--- config.mk ---
export PLATFORM = sky130hd
export DESIGN_NAME = od_gpio_port
export DESIGN_NICKNAME = d
export VERILOG_FILES = /design/src/rtl/odgp_pkg.sv /design/src/rtl/od_latch_bank.sv /design/src/rtl/od_in_sync.sv /design/src/rtl/od_wake_detect.sv /design/src/rtl/od_gpio_port.sv
export SDC_FILE = /design/constraint.sdc
export NUM_CORES = 1
export LEC_CHECK = 0
export ABC_AREA = 0
export BUFFER_PORTS_ARGS = -buffer_cell sky130_fd_sc_hd__buf_4
export CORE_MARGIN = 3
export CORE_UTILIZATION = 44
export CTS_CLUSTER_DIAMETER = 80
export DETAILED_ROUTE_END_ITERATION = 6
export GPL_TIMING_DRIVEN = 0
export PLACE_DENSITY_LB_ADDON = 0.2
export RECOVER_POWER = 50
export SLEW_MARGIN = 20
export SYNTH_ARGS = -nofsm -noshare
export SYNTH_HDL_FRONTEND = slang
export SYNTH_HIERARCHICAL = 1
export SYNTH_SLANG_ARGS = --single-unit
--- constraint.sdc ---
create_clock -name clk -period 1.3 [get_ports clk]
set_clock_uncertainty 0.15 [all_clocks]
set_input_delay 0.13 -clock clk [delete_from_list [all_inputs] [get_ports clk]]
set_output_delay 0.13 -clock clk [all_outputs]
set_load 0.01 [all_outputs]
--- src/rtl/odgp_pkg.sv ---
package odgp_pkg;

  typedef enum logic [2:0] {
    OP_SETB = 3'd0,
    OP_CLRB = 3'd1,
    OP_NIB  = 3'd2,
    OP_PAIR = 3'd3,
    OP_PULL = 3'd4,
    OP_WAKE = 3'd5,
    OP_ALT  = 3'd6,
    OP_NONE = 3'd7
  } wr_op_e;

  localparam int NGRP     = 3;
  localparam int GRP_BIT  = 0;
  localparam int GRP_NIB  = 1;
  localparam int GRP_PAIR = 2;

  // Group index of a pin in the packed pin vector.
  function automatic int group_of(input int pin, input int bit_w, input int nib_w);
    if (pin < bit_w)              return GRP_BIT;
    else if (pin < bit_w + nib_w) return GRP_NIB;
    else                          return GRP_PAIR;
  endfunction

  // A released pin of an enabled group seen low during hold asks for wakeup.
  function automatic logic pin_wakes(input logic latch_v, input logic sync_v,
                                     input logic grp_en, input logic hold_v);
    return hold_v & grp_en & latch_v & ~sync_v;
  endfunction

  // Pull-up applies only to a released pin of an enabled group.
  function automatic logic pin_pulls(input logic latch_v, input logic grp_en);
    return latch_v & grp_en;
  endfunction

endpackage

--- src/rtl/od_latch_bank.sv ---
module od_latch_bank
  import odgp_pkg::*;
#(
  parameter int BIT_W  = 4,
  parameter int NIB_W  = 4,
  parameter int PAIR_W = 2,
  parameter int DATA_W = 4
) (
  input  logic                              clk,
  input  logic                              rst,
  input  logic                              wr_en,
  input  logic [2:0]                        wr_op,
  input  logic [DATA_W-1:0]                 wr_data,
  output logic [BIT_W+NIB_W+PAIR_W-1:0]     latch,
  output logic [NGRP-1:0]                   pu_en,
  output logic [NGRP-1:0]                   wk_en,
  output logic [1:0]                        alt_en,
  output logic                              bit_idx_ok
);
  localparam int N        = BIT_W + NIB_W + PAIR_W;
  localparam int NIB_LO   = BIT_W;
  localparam int PAIR_LO  = BIT_W + NIB_W;

  logic [BIT_W-1:0]  bit_q;
  logic [NIB_W-1:0]  nib_q;
  logic [PAIR_W-1:0] pair_q;
  wr_op_e            op;

  assign op         = wr_op_e'(wr_op);
  assign bit_idx_ok = (int'(wr_data) < BIT_W);

  // Single-bit group: one flop per pin, each decoding its own index.
  for (genvar i = 0; i < BIT_W; i++) begin : g_bit
    logic hit;
    assign hit = wr_en && (int'(wr_data) == i);
    always_ff @(posedge clk) begin
      if (rst)                         bit_q[i] <= 1'b1;
      else if (hit && op == OP_SETB)   bit_q[i] <= 1'b1;
      else if (hit && op == OP_CLRB)   bit_q[i] <= 1'b0;
    end
  end

  always_ff @(posedge clk) begin
    if (rst) begin
      nib_q  <= '1;
      pair_q <= '1;
      pu_en  <= '0;
      wk_en  <= '0;
      alt_en <= '0;
    end else if (wr_en) begin
      case (op)
        OP_NIB:  nib_q  <= wr_data[NIB_W-1:0];
        OP_PAIR: pair_q <= wr_data[PAIR_W-1:0];
        OP_PULL: pu_en  <= wr_data[NGRP-1:0];
        OP_WAKE: wk_en  <= wr_data[NGRP-1:0];
        OP_ALT:  alt_en <= wr_data[1:0];
        default: ;
      endcase
    end
  end

  assign latch[BIT_W-1:0]        = bit_q;
  assign latch[PAIR_LO-1:NIB_LO] = nib_q;
  assign latch[N-1:PAIR_LO]      = pair_q;

endmodule

--- src/rtl/od_in_sync.sv ---
module od_in_sync #(
  parameter int W      = 10,
  parameter int STAGES = 2
) (
  input  logic         clk,
  input  logic         rst,
  input  logic [W-1:0] din,
  output logic [W-1:0] dout
);
  logic [W-1:0] st [STAGES];

  for (genvar s = 0; s < STAGES; s++) begin : g_stage
    always_ff @(posedge clk) begin
      if (rst)         st[s] <= '1;
      else if (s == 0) st[s] <= din;
      else             st[s] <= st[(s == 0) ? 0 : s-1];
    end
  end

  assign dout = st[STAGES-1];

endmodule

--- src/rtl/od_wake_detect.sv ---
module od_wake_detect
  import odgp_pkg::*;
#(
  parameter int BIT_W  = 4,
  parameter int NIB_W  = 4,
  parameter int PAIR_W = 2
) (
  input  logic [BIT_W+NIB_W+PAIR_W-1:0] latch,
  input  logic [BIT_W+NIB_W+PAIR_W-1:0] sync_v,
  input  logic [NGRP-1:0]               wk_en,
  input  logic [NGRP-1:0]               pu_en,
  input  logic                          hold,
  output logic [BIT_W+NIB_W+PAIR_W-1:0] pin_wake,
  output logic [BIT_W+NIB_W+PAIR_W-1:0] pin_pull,
  output logic                          wake_any
);
  localparam int N = BIT_W + NIB_W + PAIR_W;

  for (genvar i = 0; i < N; i++) begin : g_pin
    localparam int G = group_of(i, BIT_W, NIB_W);
    assign pin_wake[i] = pin_wakes(latch[i], sync_v[i], wk_en[G], hold);
    assign pin_pull[i] = pin_pulls(latch[i], pu_en[G]);
  end

  assign wake_any = |pin_wake;

endmodule

--- src/rtl/od_gpio_port.sv ---
module od_gpio_port
  import odgp_pkg::*;
#(
  parameter int BIT_W       = 4,
  parameter int NIB_W       = 4,
  parameter int PAIR_W      = 2,
  parameter int DATA_W      = 4,
  parameter int SYNC_STAGES = 2
) (
  input  logic                          clk,
  input  logic                          rst,
  input  logic                          wr_en,
  input  logic [2:0]                    wr_op,
  input  logic [DATA_W-1:0]             wr_data,
  input  logic                          hold,
  input  logic [BIT_W+NIB_W+PAIR_W-1:0] pad_in,
  output logic [BIT_W+NIB_W+PAIR_W-1:0] pad_oe,
  output logic [BIT_W+NIB_W+PAIR_W-1:0] pad_pu,
  output logic [BIT_W+NIB_W+PAIR_W-1:0] rd_pins,
  output logic [1:0]                    alt_in,
  output logic                          wake_req
);
  localparam int N       = BIT_W + NIB_W + PAIR_W;
  localparam int CNT_PIN = BIT_W + NIB_W - 2;
  localparam int IRQ_PIN = BIT_W + NIB_W - 1;

  logic [N-1:0]      latch;
  logic [N-1:0]      sync_v;
  logic [N-1:0]      pin_wake;
  logic [N-1:0]      pin_pull;
  logic [NGRP-1:0]   pu_en;
  logic [NGRP-1:0]   wk_en;
  logic [1:0]        alt_en;
  logic              bit_idx_ok;
  logic              wake_any;

  od_latch_bank #(
    .BIT_W(BIT_W), .NIB_W(NIB_W), .PAIR_W(PAIR_W), .DATA_W(DATA_W)
  ) u_latch (
    .clk(clk), .rst(rst), .wr_en(wr_en), .wr_op(wr_op), .wr_data(wr_data),
    .latch(latch), .pu_en(pu_en), .wk_en(wk_en), .alt_en(alt_en),
    .bit_idx_ok(bit_idx_ok)
  );

  od_in_sync #(.W(N), .STAGES(SYNC_STAGES)) u_sync (
    .clk(clk), .rst(rst), .din(pad_in), .dout(sync_v)
  );

  od_wake_detect #(
    .BIT_W(BIT_W), .NIB_W(NIB_W), .PAIR_W(PAIR_W)
  ) u_wake (
    .latch(latch), .sync_v(sync_v), .wk_en(wk_en), .pu_en(pu_en), .hold(hold),
    .pin_wake(pin_wake), .pin_pull(pin_pull), .wake_any(wake_any)
  );

  assign pad_oe    = ~latch;
  assign pad_pu    = pin_pull;
  assign rd_pins   = sync_v;
  assign alt_in[0] = alt_en[0] ? sync_v[CNT_PIN] : 1'b1;
  assign alt_in[1] = alt_en[1] ? sync_v[IRQ_PIN] : 1'b1;
  assign wake_req  = wake_any;

endmodule

==> flow_summary.yaml <==
status:
  run_status: "finished with violations"
  violations: "setup timing"
timing:
  layout_setup_ws_ns: -0.6148
  grt_setup_unrepaired: "true"
  tightest_slew_ns: 0.5084
  hold_viol: 0
  period_share_pct: 147.3
  slew_viol_final: 0
  setup_viol: 6
  max_freq_mhz: 522.3
  slew_headroom_pct: 66.10
  period_minus_slack_ns: 1.915
power_and_ir_drop:
  finalPower_mw: 2.528
  peakVddDrop_uv: 810.8
  power.leakage_nw: 1.098
  p_sw_share_pct: 20.28
  comb_power_share_pct: 10.8
  intPower_mw: 2.015
  p_sw_mw: 0.5126
  seqPwrFrac_pct: 48.6
  power_per_cell_area_mw_per_mm2: 1093
  pwr-share-clk_pct: 40.6
setup_path:
  r2r_cells: 4
  startpoint_type: "flop"
  critical_path_arrival_ns: 1.63
  cp_max_fo: 2
  cp_data_required_time_ns: 1.02
  path_class: "flop to output port"
  cp-end-kind: "output port"
detailed_routing:
  ant_nets: 0
  drtIter0Drc: 102
  post-route-drc-count: 0
  via_count: 1340
  first_pass_iters: 4
  viasPerCell: 4.855
  routedWlPerCell_um: 13.31
  routed_wl_mm: 3.673
global_routing:
  grt_antenna_before_repair: 0
  grt_max_degree: 13
  grt_pass1_vias: 1386
  grt-ovfl-total: 0
  grt_pass1_wl_mm: 6.023
  grt_util_all_layers_pct: 18.58
die:
  core_area_mm2: 0.003203
  die_h_um: 65.12
  die-area_mm2: 0.004240
  die_w_um: 65.12
  rows: 20
  initial_core_util_pct: 48.01
  ios: 54
layout:
  final_common_cell: "buf_4"
  instances_no_fill: 276
  area_growth_pct: 50.37
  nFillCells: 261
  multi_input_area_um2: 705.7
  final_cell_mix: "46 x buf_4, 24 x dfxtp_1, 19 x or2_1"
  diodes: 0
  final_nets: 252
  ff_latch_area_um2: 778.2
  drive_gt1_share_pct: 36.21
clock_network:
  clockBufferDepth: 2
  tritoncts: "done"
  clock-sinks: 38
  htreeDepth: 2
  clk_pin_slew_ns: 0.11
  clock_latency_ns: 0.33
  cts_made_buffers: 5
  cts_root_buf: "clkbuf_4"
yosys:
  syn_inst: 152
  synth_fp_nets: 173
  ys_warn_count: 6
  syn_area_per_cell_um2: 10.12
  syn_area_mm2: 0.001538
placed_design:
  place_congestion: 0.7911
  dp.cells: 247
  io_buffers: 51
  hpwl_mm: 2.509
hold_path:
  hold_path_class: "input pin to flop"
  holdPathStages: 4
flow_run:
  drv_cap: 0
-- routing by layer --
| metal | vias up | wire length, um | global-route usage (%) |
|---|---|---|---|
| li1 | 658 | - | - |
| met1 | 614 | 1509 | 20.22 |
| met2 | 61 | 1837 | 33.97 |
| met3 | 7 | 279 | 4.444 |
| met4 | 0 | 46 | 8.290 |
| met5 | - | 0 | 0 |
-- layout make-up --
cell class	count	area share, %
repair buffers	72	25.81
multi-input cells	97	30.52
well taps	44	2.381
clock buffers	6	2.219
clock inverters	2	2.597
plain buffers	5	0.8658
inverters	12	1.948
flip-flops and latches	38	33.66
-- sequential cells by signal, summed over array words and instances, names as in the netlist --
register / count
u_latch/pair_q: 2
u_latch/alt_en: 2
u_latch/latch: 4
u_sync/st: 20
u_latch/wk_en: 3
u_latch/pu_en: 3
u_latch/nib_q: 4
-- critical path, cell delays in order (launching register included) --
cell and delay [ns]:
dfxtp_2 0.35, nor2b_4 0.12, o41a_1 0.42, a211o_1 0.28
buf_6 0.12
-- stage by stage --
stage	setup TNS [ns]	hold WS [ns]	area (um2)	utilization (%)	setup slack, ns
after floorplan	-0.08651	0.07714	1541	-	-0.08651
after global placement	-0.2616	0.1577	1979	61.80	-0.2616
after detailed placement	-0.2580	0.1608	1979	61.80	-0.2580
after CTS	-1.155	-0.02345	2287	71.41	-0.6126
after global routing	-1.295	0.04403	2312	72.19	-0.6547
final	-0.9638	0.01620	2312	72.19	-0.6148
-- timing repair --
action | CTS | global route
endpoints found under the setup margin | 2 | 15
resized for setup | 4 | 19
hold buffers | 17 | 3
endpoints found under the hold margin | 36 | 5
pin swaps | 0 | 2
setup buffers | 2 | 1
-- worst paths after layout --
| path | start | end | slack (ns) |
|---|---|---|---|
| min reg2reg | u_sync/st[0][6] | u_sync/st[1][6] | 0.26 |
| max reg2reg | u_latch/latch[3] | u_latch/latch[3] | 0.28 |
| max | u_latch/latch[2] | wake_req | -0.61 |
| min | wr_op[2] | u_latch/latch[1] | 0.02 |
-- power groups by stage --
stage          clock, mW  combinational [mW]  sequential, mW
2_1_floorplan          0               0.107            1.25
3_3_place_gp           0               0.223            1.25
3_5_place_dp           0               0.230            1.25
4_1_cts             1.04               0.275            1.23
5_1_grt             1.09               0.297            1.23
6_report            1.03               0.272            1.23
No activity file was read; power rests on OpenSTA's default activity.
